## config.mk

```make
export PLATFORM = sky130hd
export DESIGN_NAME = cmopt_shift_opt
export DESIGN_NICKNAME = d
export VERILOG_FILES = /design/src/rtl/cmopt_pkg.sv /design/src/rtl/cmopt_pick.sv /design/src/rtl/cmopt_step.sv /design/src/rtl/cmopt_ctrl.sv /design/src/rtl/cmopt_shift_opt.sv
export SDC_FILE = /design/constraint.sdc
export NUM_CORES = 2
export LEC_CHECK = 0
export ABC_AREA = 1
export BUFFER_PORTS_ARGS = -buffer_cell sky130_fd_sc_hd__clkbuf_2
export CORE_AREA = 8 8 374 376
export DETAILED_ROUTE_END_ITERATION = 6
export DIE_AREA = 0 0 382 384
export PLACE_DENSITY = 0.63
export SETUP_SLACK_MARGIN = 0.15
export SLEW_MARGIN = 0
export SYNTH_ARGS = -nofsm -noshare
export SYNTH_HDL_FRONTEND = slang
export SYNTH_SLANG_ARGS = --single-unit
```

## constraint.sdc

```tcl
create_clock -name clk -period 16.4 [get_ports clk]
set_input_delay 2.46 -clock clk [delete_from_list [all_inputs] [get_ports clk]]
set_output_delay 2.46 -clock clk [all_outputs]
set_load 0.005 [all_outputs]
```

## src/rtl/cmopt_pkg.sv

```systemverilog
package cmopt_pkg;
  typedef enum logic [1:0] {
    ST_IDLE = 2'd0,
    ST_RUN  = 2'd1,
    ST_FIN  = 2'd2
  } cm_state_t;
endpackage

```

## src/rtl/cmopt_pick.sv

```systemverilog
// Selects the basic entry of one phase from its flattened lists.
module cmopt_pick #(
  parameter int N  = 4,
  parameter int VW = 16,
  parameter int BW = 16,
  parameter int PW = 2
) (
  input  logic [PW-1:0]   ptr_i,
  input  logic [N*BW-1:0] ben_i,
  input  logic [N*VW-1:0] val_i,
  input  logic [N*VW-1:0] lo_i,
  input  logic [N*VW-1:0] hi_i,
  output logic [BW-1:0]   b_o,
  output logic [VW-1:0]   x_o,
  output logic [VW-1:0]   lo_o,
  output logic [VW-1:0]   hi_o
);
  always_comb begin
    b_o  = ben_i[int'(ptr_i)*BW +: BW];
    x_o  = val_i[int'(ptr_i)*VW +: VW];
    lo_o = lo_i[int'(ptr_i)*VW +: VW];
    hi_o = hi_i[int'(ptr_i)*VW +: VW];
  end
endmodule

```

## src/rtl/cmopt_step.sv

```systemverilog
// Direction, headroom and step amount for one pivot.
module cmopt_step #(
  parameter int VW = 16,
  parameter int BW = 16,
  localparam int SW = BW + 2
) (
  input  logic [BW-1:0] b_i  [3],
  input  logic [VW-1:0] x_i  [3],
  input  logic [VW-1:0] lo_i [3],
  input  logic [VW-1:0] hi_i [3],
  output logic          up_o,
  output logic          zero_o,
  output logic [VW:0]   amt_o,
  output logic [2:0]    sat_o
);
  logic signed [SW-1:0] sum;
  logic [VW:0]          room [3];

  function automatic logic [VW:0] headroom(input logic up,
                                           input logic [VW-1:0] x,
                                           input logic [VW-1:0] lo,
                                           input logic [VW-1:0] hi);
    logic signed [VW:0] xe, le, he, d;
    xe = $signed({x[VW-1], x});
    le = $signed({lo[VW-1], lo});
    he = $signed({hi[VW-1], hi});
    d  = up ? (he - xe) : (xe - le);
    return d;
  endfunction

  function automatic logic [VW:0] min3(input logic [VW:0] a,
                                       input logic [VW:0] b,
                                       input logic [VW:0] c);
    logic [VW:0] m;
    m = (a < b) ? a : b;
    return (c < m) ? c : m;
  endfunction

  always_comb begin
    sum = SW'($signed(b_i[0])) + SW'($signed(b_i[1])) + SW'($signed(b_i[2]));
    up_o   = (sum > 0);
    zero_o = (sum == '0);
    for (int k = 0; k < 3; k++) room[k] = headroom(up_o, x_i[k], lo_i[k], hi_i[k]);
    amt_o = min3(room[0], room[1], room[2]);
    for (int k = 0; k < 3; k++) sat_o[k] = (room[k] == amt_o);
  end
endmodule

```

## src/rtl/cmopt_ctrl.sv

```systemverilog
// Run sequencing and the pivot counter.
module cmopt_ctrl
  import cmopt_pkg::*;
#(
  parameter int MAXIT = 21,
  parameter int CW    = 5
) (
  input  logic          clk,
  input  logic          rst_n,
  input  logic          start_i,
  input  logic          stop_i,
  input  logic          exhaust_i,
  output logic          load_o,
  output logic          apply_o,
  output logic          busy_o,
  output logic          done_o,
  output logic          err_o,
  output logic [CW-1:0] cnt_o
);
  cm_state_t st_q;

  assign load_o  = start_i && (st_q != ST_RUN);
  assign apply_o = (st_q == ST_RUN) && !stop_i;
  assign busy_o  = (st_q == ST_RUN);
  assign done_o  = (st_q == ST_FIN);

  always_ff @(posedge clk or negedge rst_n) begin
    if (!rst_n) begin
      st_q  <= ST_IDLE;
      cnt_o <= '0;
      err_o <= 1'b0;
    end else if (load_o) begin
      st_q  <= ST_RUN;
      cnt_o <= '0;
      err_o <= 1'b0;
    end else if (st_q == ST_RUN) begin
      if (stop_i) begin
        st_q <= ST_FIN;
      end else begin
        cnt_o <= cnt_o + 1'b1;
        if (exhaust_i) begin
          st_q <= ST_FIN;
        end else if (cnt_o == CW'(MAXIT - 1)) begin
          st_q  <= ST_FIN;
          err_o <= 1'b1;
        end
      end
    end
  end
endmodule

```

## src/rtl/cmopt_shift_opt.sv

```systemverilog
module cmopt_shift_opt #(
  parameter int N  = 4,
  parameter int VW = 16,
  parameter int BW = 16,
  localparam int PW    = (N > 1) ? $clog2(N) : 1,
  localparam int MAXIT = 6 * N - 3,
  localparam int CW    = $clog2(MAXIT + 1)
) (
  input  logic              clk,
  input  logic              rst_n,
  input  logic              start_i,
  input  logic [3*N*BW-1:0] ben_i,
  input  logic [3*N*VW-1:0] init_i,
  input  logic [3*N*VW-1:0] lo_i,
  input  logic [3*N*VW-1:0] hi_i,
  input  logic [3*PW-1:0]   ptr_i,
  output logic [3*N*VW-1:0] val_o,
  output logic              busy_o,
  output logic              done_o,
  output logic              err_o,
  output logic [CW-1:0]     iters_o
);
  localparam int PV = N * VW;
  localparam int PB = N * BW;

  logic [3*PV-1:0] val_q, lo_q, hi_q;
  logic [3*PB-1:0] ben_q;
  logic [3*PW-1:0] ptr_q;
  logic            dir_up_q;

  // named internal events
  logic [BW-1:0] bas_b  [3];
  logic [VW-1:0] bas_x  [3];
  logic [VW-1:0] bas_lo [3];
  logic [VW-1:0] bas_hi [3];
  logic [VW-1:0] bas_nx [3];
  logic          step_up, sum_zero, first_step, stop_sign, exhaust;
  logic          load, apply;
  logic [VW:0]   step_amt;
  logic [2:0]    sat_mask, at_end;

  function automatic logic [VW-1:0] shift_val(input logic [VW-1:0] x,
                                              input logic [VW:0] amt,
                                              input logic up);
    logic signed [VW:0] t;
    t = up ? ($signed({x[VW-1], x}) + $signed(amt))
           : ($signed({x[VW-1], x}) - $signed(amt));
    return t[VW-1:0];
  endfunction

  for (genvar k = 0; k < 3; k++) begin : g_phase
    logic [PW-1:0] p;
    assign p = ptr_q[k*PW +: PW];
    cmopt_pick #(.N(N), .VW(VW), .BW(BW), .PW(PW)) u_pick (
      .ptr_i (p),
      .ben_i (ben_q[k*PB +: PB]),
      .val_i (val_q[k*PV +: PV]),
      .lo_i  (lo_q[k*PV +: PV]),
      .hi_i  (hi_q[k*PV +: PV]),
      .b_o   (bas_b[k]),
      .x_o   (bas_x[k]),
      .lo_o  (bas_lo[k]),
      .hi_o  (bas_hi[k])
    );
    assign at_end[k] = step_up ? (p == PW'(N - 1)) : (p == '0);
    assign bas_nx[k] = shift_val(bas_x[k], step_amt, step_up);
  end

  cmopt_step #(.VW(VW), .BW(BW)) u_step (
    .b_i   (bas_b),
    .x_i   (bas_x),
    .lo_i  (bas_lo),
    .hi_i  (bas_hi),
    .up_o  (step_up),
    .zero_o(sum_zero),
    .amt_o (step_amt),
    .sat_o (sat_mask)
  );

  assign first_step = (iters_o == '0);
  assign stop_sign  = sum_zero || (!first_step && (step_up != dir_up_q));
  assign exhaust    = |(sat_mask & at_end);

  cmopt_ctrl #(.MAXIT(MAXIT), .CW(CW)) u_ctrl (
    .clk      (clk),
    .rst_n    (rst_n),
    .start_i  (start_i),
    .stop_i   (stop_sign),
    .exhaust_i(exhaust),
    .load_o   (load),
    .apply_o  (apply),
    .busy_o   (busy_o),
    .done_o   (done_o),
    .err_o    (err_o),
    .cnt_o    (iters_o)
  );

  always_ff @(posedge clk or negedge rst_n) begin
    if (!rst_n) begin
      val_q    <= '0;
      lo_q     <= '0;
      hi_q     <= '0;
      ben_q    <= '0;
      ptr_q    <= '0;
      dir_up_q <= 1'b0;
    end else if (load) begin
      val_q    <= init_i;
      lo_q     <= lo_i;
      hi_q     <= hi_i;
      ben_q    <= ben_i;
      ptr_q    <= ptr_i;
      dir_up_q <= 1'b0;
    end else if (apply) begin
      dir_up_q <= step_up;
      for (int k = 0; k < 3; k++) begin
        val_q[(k*N + int'(ptr_q[k*PW +: PW]))*VW +: VW] <= bas_nx[k];
        if (sat_mask[k] && !at_end[k]) begin
          ptr_q[k*PW +: PW] <= step_up ? (ptr_q[k*PW +: PW] + 1'b1)
                                       : (ptr_q[k*PW +: PW] - 1'b1);
        end
      end
    end
  end

  assign val_o = val_q;
endmodule

```

Yosys cells after proc, flatten, opt, wreduce, memory -nomap -nowiden:

Index checks and enable logic that the tools add are counted.

* flip-flop bits (word level): 783
* memory bits (read-only): 0
* RAM bits: 0
* memories: 0
* bits in latches: 0

* bitwise logic cells: 1
* multiplexer cells: 39
* reductions and logical operators: 31
* magnitude comparators: 3
* divide/modulo/power cells: 0
* multiply operators: 0
* add/sub/neg operators: 26
* shifts and indexed selects: 18
* equal/unequal tests: 13

Operators by type and width (number)
* $shiftx A64 B7 Y16: 12
* $bwmux W192: 3
* $shift A16 B33 Y192 const A: 3
* $shiftx A16 B33 Y192: 3
* $mux W192: 2
* $sub A16 B16 Y17: 6
* $mux W17: 5
* $eq A17 B17 Y1: 3
* $add A16 B16 Y16: 3
* $mux W16: 3
* $sub A16 B16 Y16: 3
* $lt A17 B17 Y1: 2
* $neg A6 Y33: 1
* $neg A8 Y33: 1
* $neg A9 Y33: 1
* $mux W2: 11
* $add A17 B16 Y18: 1
* $gt A18 B1 Y1 const B: 1
* $logic_not A18 Y1: 1
* $add A16 B16 Y17: 1
* $mux W5: 3
* $mux W6: 2
* $reduce_bool A2 Y1: 6
* $mux W1: 10
* 21 further kinds: 44

Depth between registers and ports, before layout:

* depth in word-level cells: 17
* mapped depth: 82

Hierarchy:

A second synthesis with hierarchy kept.

* cells, all modules: 8468
* area total of the unflattened synthesis: 54668.7 sq um

By module, submodules not included
* cmopt_shift_opt: seq. area each 19393.6 sq um, area each 36328.6 sq um, times used 1, cells each 4605
* cmopt_pick: seq. area each 0.0 sq um, area each 3020.4 sq um, times used 3, cells each 747
* cmopt_step: seq. area each 0.0 sq um, area each 8822.2 sq um, times used 1, cells each 1565
* cmopt_ctrl: seq. area each 200.2 sq um, area each 456.7 sq um, times used 1, cells each 57

Least setup slack after synthesis:

OpenSTA, ideal clock, no wires.

* path kind: register to register
* start point: register ptr_q[4]
* end point: register val_q[24], in the netlist val_o[24]
* library setup time: 0.077 ns
* cell stages (with the launch flop): 71
* arrival: 11.473 ns
* slack: 4.849 ns
* required time: 16.323 ns
* buffers on the path: 12
* path through: dfrtp_1 clkbuf_1 clkbuf_1 clkbuf_1 buf_1 buf_1 nand2_1 a32o_1 fa_1 inv_1 ha_1 inv_1 fa_1 inv_1 nand2_1 nand2_1 nand3_1 nand2_1 [35 not listed] inv_1 xor2_1 inv_1 fa_1 nand3b_1 and2_1 nor2_1 o21ai_0 nand2_1 nand2_1 o21ai_2 xor2_1 nand2_1 nor2_1 nand2_1 o21ai_1 nand2_1 a21oi_1

* word-level cells in the longest chain between the ends: 16

Ends and longest elaborated chain
* from (decl): RTL line cmopt_shift_opt.sv:28 `logic [3*PW-1:0] ptr_q;`
* from (signal assigned): RTL line cmopt_shift_opt.sv:111 `ptr_q <= ptr_i;`
* from (signal, indexed assignment): RTL line cmopt_shift_opt.sv:118 `ptr_q[k*PW +: PW] <= step_up ? (ptr_q[k*PW +: PW] + 1'b1)`
* $shiftx A64 B7 Y16: RTL line cmopt_pick.sv:19 `b_o = ben_i[int'(ptr_i)*BW +: BW];`
* $add A17 B16 Y18: RTL line cmopt_step.sv:40 `sum = SW'($signed(b_i[0])) + SW'($signed(b_i[1])) + SW'($signed(b_i[2]));`
* $gt A18 B1 Y1: RTL line cmopt_step.sv:41 `up_o = (sum > 0);`
* $mux W17: RTL line cmopt_step.sv:27 `d = up ? (he - xe) : (xe - le);`
* $lt A17 B17 Y1: RTL line cmopt_step.sv:35 `m = (a < b) ? a : b;`
* $mux W17: RTL line cmopt_step.sv:35
* $lt A17 B17 Y1: RTL line cmopt_step.sv:36 `return (c < m) ? c : m;`
* $mux W17: RTL line cmopt_step.sv:36
* $sub A16 B16 Y16 or $add A16 B16 Y16 (tied branches): RTL line cmopt_shift_opt.sv:47, cmopt_shift_opt.sv:46
* $mux W16: RTL line cmopt_shift_opt.sv:46 `t = up ? ($signed({x[VW-1], x}) + $signed(amt))`
* $shiftx A16 B33 Y192: RTL line cmopt_shift_opt.sv:116 `val_q[(k*N + int'(ptr_q[k*PW +: PW]))*VW +: VW] <= bas_nx[k];`
* $bwmux W192 (3 in a row): RTL line cmopt_shift_opt.sv:116
* $mux W192: RTL line cmopt_shift_opt.sv:113 `end else if (apply) begin`
* $mux W192: RTL line cmopt_shift_opt.sv:106 `end else if (load) begin`
* to (signal assigned): RTL line cmopt_shift_opt.sv:107 `val_q <= init_i;`
* to (signal, indexed assignment): RTL line cmopt_shift_opt.sv:116
* to (decl): RTL line cmopt_shift_opt.sv:26 `logic [3*PV-1:0] val_q, lo_q, hi_q;`

Parallel ways exist; a longest one is shown, timed or not. The select of a mux whose other input is x is not followed.
A chain may end at the register's enable or synchronous reset.

Worst setup path in the final report:

* start point: register ptr_q[0]
* end point: register val_q[138], in the netlist val_o[138]

* word-level cells in the longest chain between the ends: 17

Ends and longest elaborated chain (RTL line)
* $shiftx A64 B7 Y16: cmopt_pick.sv:19
* $add A16 B16 Y17: cmopt_step.sv:40
* $add A17 B16 Y18: cmopt_step.sv:40
* $gt A18 B1 Y1: cmopt_step.sv:41
* $mux W17: cmopt_step.sv:27
* $lt A17 B17 Y1: cmopt_step.sv:35
* $mux W17: cmopt_step.sv:35
* $lt A17 B17 Y1: cmopt_step.sv:36
* $mux W17: cmopt_step.sv:36
* $sub A16 B16 Y16 or $add A16 B16 Y16 (tied branches): cmopt_shift_opt.sv:47, cmopt_shift_opt.sv:46
* $mux W16: cmopt_shift_opt.sv:46
* $shiftx A16 B33 Y192: cmopt_shift_opt.sv:116
* $bwmux W192 (3 in a row): cmopt_shift_opt.sv:116
* $mux W192: cmopt_shift_opt.sv:113
* $mux W192: cmopt_shift_opt.sv:106

Parallel ways exist; a longest one is shown, timed or not. The select of a mux whose other input is x is not followed.

==> results.sh <==
export IMPL_outcome="finished with violations"
export IMPL_failed_checks="design-rule violations, max-capacitance violations"
export IMPL_drc=9
export IMPL_synth_area_um2=50030
export IMPL_cts_setup_buffers=0
export IMPL_reg2reg_depth=65
export IMPL_relSlewSlack_pct=0.8066
export IMPL_slowest_delay_ps=680
export IMPL_setup_tns_ps=0
export IMPL_synth_compound_area_share_pct=13.87
export IMPL_final_cell_area_um2=59330
export IMPL_synth_fa_ha_area_share_pct=5.517
export IMPL_drtIter0Drc=6104
export IMPL_initial_utilization_pct=37.26
export IMPL_synth_common_cells="nand2_1, dfrtp_1, nor2_1"
export IMPL_syn_inst=7257
export IMPL_ff2ff_setup_slack_ps=2750
export IMPL_ys_ff_latch=783
export IMPL_drtPass1Iterations=7
export IMPL_synth_area_per_cell_um2=6.894
export IMPL_end_kind="register"
export IMPL_crit_arrival_ps=14280
export IMPL_crit_path_max_fanout=53
export IMPL_min_path_type="register to register"
export IMPL_skew_ps=39.34
export IMPL_synth_nets=8239
export IMPL_finalSetupViolations=0
export IMPL_fin_crit_ps=13650
export IMPL_io_buffer_count=976
export IMPL_grt_antenna_before_repair=8
export IMPL_post_synth_top_count_cell="nand2_1"
export IMPL_tritoncts="done"
export IMPL_fmax_ghz=0.07325
export IMPL_overflow=0
export IMPL_fp_dieH_um=384
export IMPL_die_area_um2=146700
export IMPL_cts_htree_levels=3
export IMPL_io_pins=977
export IMPL_nets=8995
export IMPL_clock_latency_ps=720
export IMPL_synth_distinct_cells=67
export IMPL_drtAntennaViolNets=0
export IMPL_synth_xor_area_share_pct=1.796
export IMPL_crit_path_top_delay_cell="dfrtp_4"
export IMPL_synth_top_family_by_area="simple AND/OR/NAND/NOR gates"
export IMPL_synth_top_area_share_pct=39.17
export IMPL_final_period_utilization_pct=83.24
export IMPL_hold_viol_final=0
export IMPL_cts_repair_resized=0
export IMPL_clockBufferDepth=3
export IMPL_vias_per_cell=5.392
export IMPL_cap_violations=1
export IMPL_path_clk_slew_ps=60
export IMPL_synth_top_area_cell="dfrtp_1"
export IMPL_grt_pass1_vias=52110
export IMPL_yosys_mux_area_fraction_pct=0.04002
export IMPL_critPathKind="register to register"
export IMPL_synth_edff_count=0
export IMPL_cts_sinks=783
export IMPL_hold_slack_ps=462.9
export IMPL_die_x_um=382
export IMPL_ys_async_sr_fraction_pct=100.0
export IMPL_vias=53240
export IMPL_grt_pass1_wl_um=343200
export IMPL_hold_depth=2
export IMPL_cp_common_cell="nand2_1"
export IMPL_postRouteWirelength_um=238600
export IMPL_routedWlPerCell_um=24.16
export IMPL_gp_congestion=1.008
export IMPL_layout_drive_gt1_share_pct=17.00
export IMPL_areaGrowthSynthToFinish_pct=18.60
export IMPL_hold_buffers=0
export IMPL_core_area_um2=134300
export IMPL_cts_buffers=91
export IMPL_startpoint_type="register"
export IMPL_ys_seq_area_share_pct=39.17
export IMPL_yosys_area_share_simple_pct=32.18
export IMPL_cts_root_buf="clkbuf_16"
export IMPL_final_max_slew_viol_count=0
export IMPL_ys_top_cells_by_area="dfrtp_1, nand2_1, o21ai_0"
export IMPL_dpl_cell_area_um2=56330
export IMPL_grtUsageTotal_pct=31.01
export IMPL_grt_max_degree=226
export IMPL_worst_pin_slew_ps=1477
export IMPL_core_rowCount=135
export IMPL_dp_hpwl_um=186500
export IMPL_cp_required_ps=17030
export IMPL_rsz0062_at_grt="no"
export IMPL_ys_warn_count=0
export IMPL_synthFlopType="dfrtp_1"
## worst max-delay path: cells and delay by family, from the launching register on
family,cells,cell delay (ps)
AOI/OAI and AO/OA,12,2210
xor gates and xnor gates,1,430
adders and majority gates,6,2160
buffers and inverters,14,3660
DFF,1,680
and+or+nand+nor,32,4360
## registers in the layout (all words and copies together), names as in the netlist
name,cells
dir_up_q,1
ptr_q,6
u_ctrl.err_o,1
u_ctrl.st_q,2
u_ctrl.cnt_o,5
val_o,192
lo_q,192
hi_q,192
ben_q,192
## per-layer routing
layer	up-vias	wire length (um)	track usage [%]	share of wire (%)
met1	25130	93570	38.09	39
met2	2626	110500	50.69	46
li1	24910	-	-	-
met4	8	15940	17.48	6.7
met3	573	18500	6.463	7.8
met5	-	43	0	0.018
## final timing paths
path | start | end
min in group asynchronous | rst_n | val_o[189]
setup / recovery | ptr_q[0] | val_o[138]
max in group asynchronous | rst_n | ptr_q[2]
hold / removal | lo_q[91] | lo_q[91]
setup reg to reg | ptr_q[0] | val_o[138]
hold reg to reg | lo_q[91] | lo_q[91]
## cells in the final DEF (no fill, tap or decap), types with 16 or more instances in the layout
cell type     n
a21oi_1     292
a22oi_1      16
a31oi_1      22
a32o_1       16
buf_4        67
clkbuf_1     22
clkbuf_16    93
clkbuf_2    975
clkbuf_8     20
clkinv_2     17
dfrtp_1     777
fa_1         26
ha_1        178
inv_1       557
inv_2        29
nand2_1    2789
nand2_2      57
nand3_1     244
nand4_1     113
nor2_1      641
nor3_1       39
o211ai_1     55
o21ai_0     507
o21ai_1      30
o21bai_1     17
o221ai_1     18
o22ai_1     172
or2_2        17
xnor2_1      34
xor2_1       58
## cell families (layout without fill, tap and decap cells)
family	after synthesis	count (layout)
AND/OR/NAND/NOR	3976	3976
AO/OA/AOI/OAI	1213	1213
buffers and inverters	981	1814
flip-flops	783	783
adder cells (fa/ha/maj)	205	205
XOR/XNOR	97	97
multiplexers	2	2
other	0	4
## per-stage QoR
step / util [%] / setup WS [ps] / std cells
6_report: 44.18 / 2749 / 9875
5_1_grt: 44.18 / 1529 / 9872
4_1_cts: 44.18 / 2779 / 9871
3_5_place_dp: 41.95 / 2798 / 9701
3_3_place_gp: 41.95 / 2974 / 9701
2_1_floorplan: - / 4849 / 7257
## area by class of cell
type / instances / area (um^2)
antenna: 4 / 10.01
clock buffer: 135 / 2685
clock inverter: 35 / 309.0
fill: 14160 / 74950
inverter: 596 / 2252
multi-input combinational: 5493 / 26740
sequential: 783 / 19610
tap: 1781 / 2228
timing repair buffer: 1048 / 5498
Power is not shown: default switching activity piles up to over one toggle a cycle in this logic, so the estimate is an artifact.
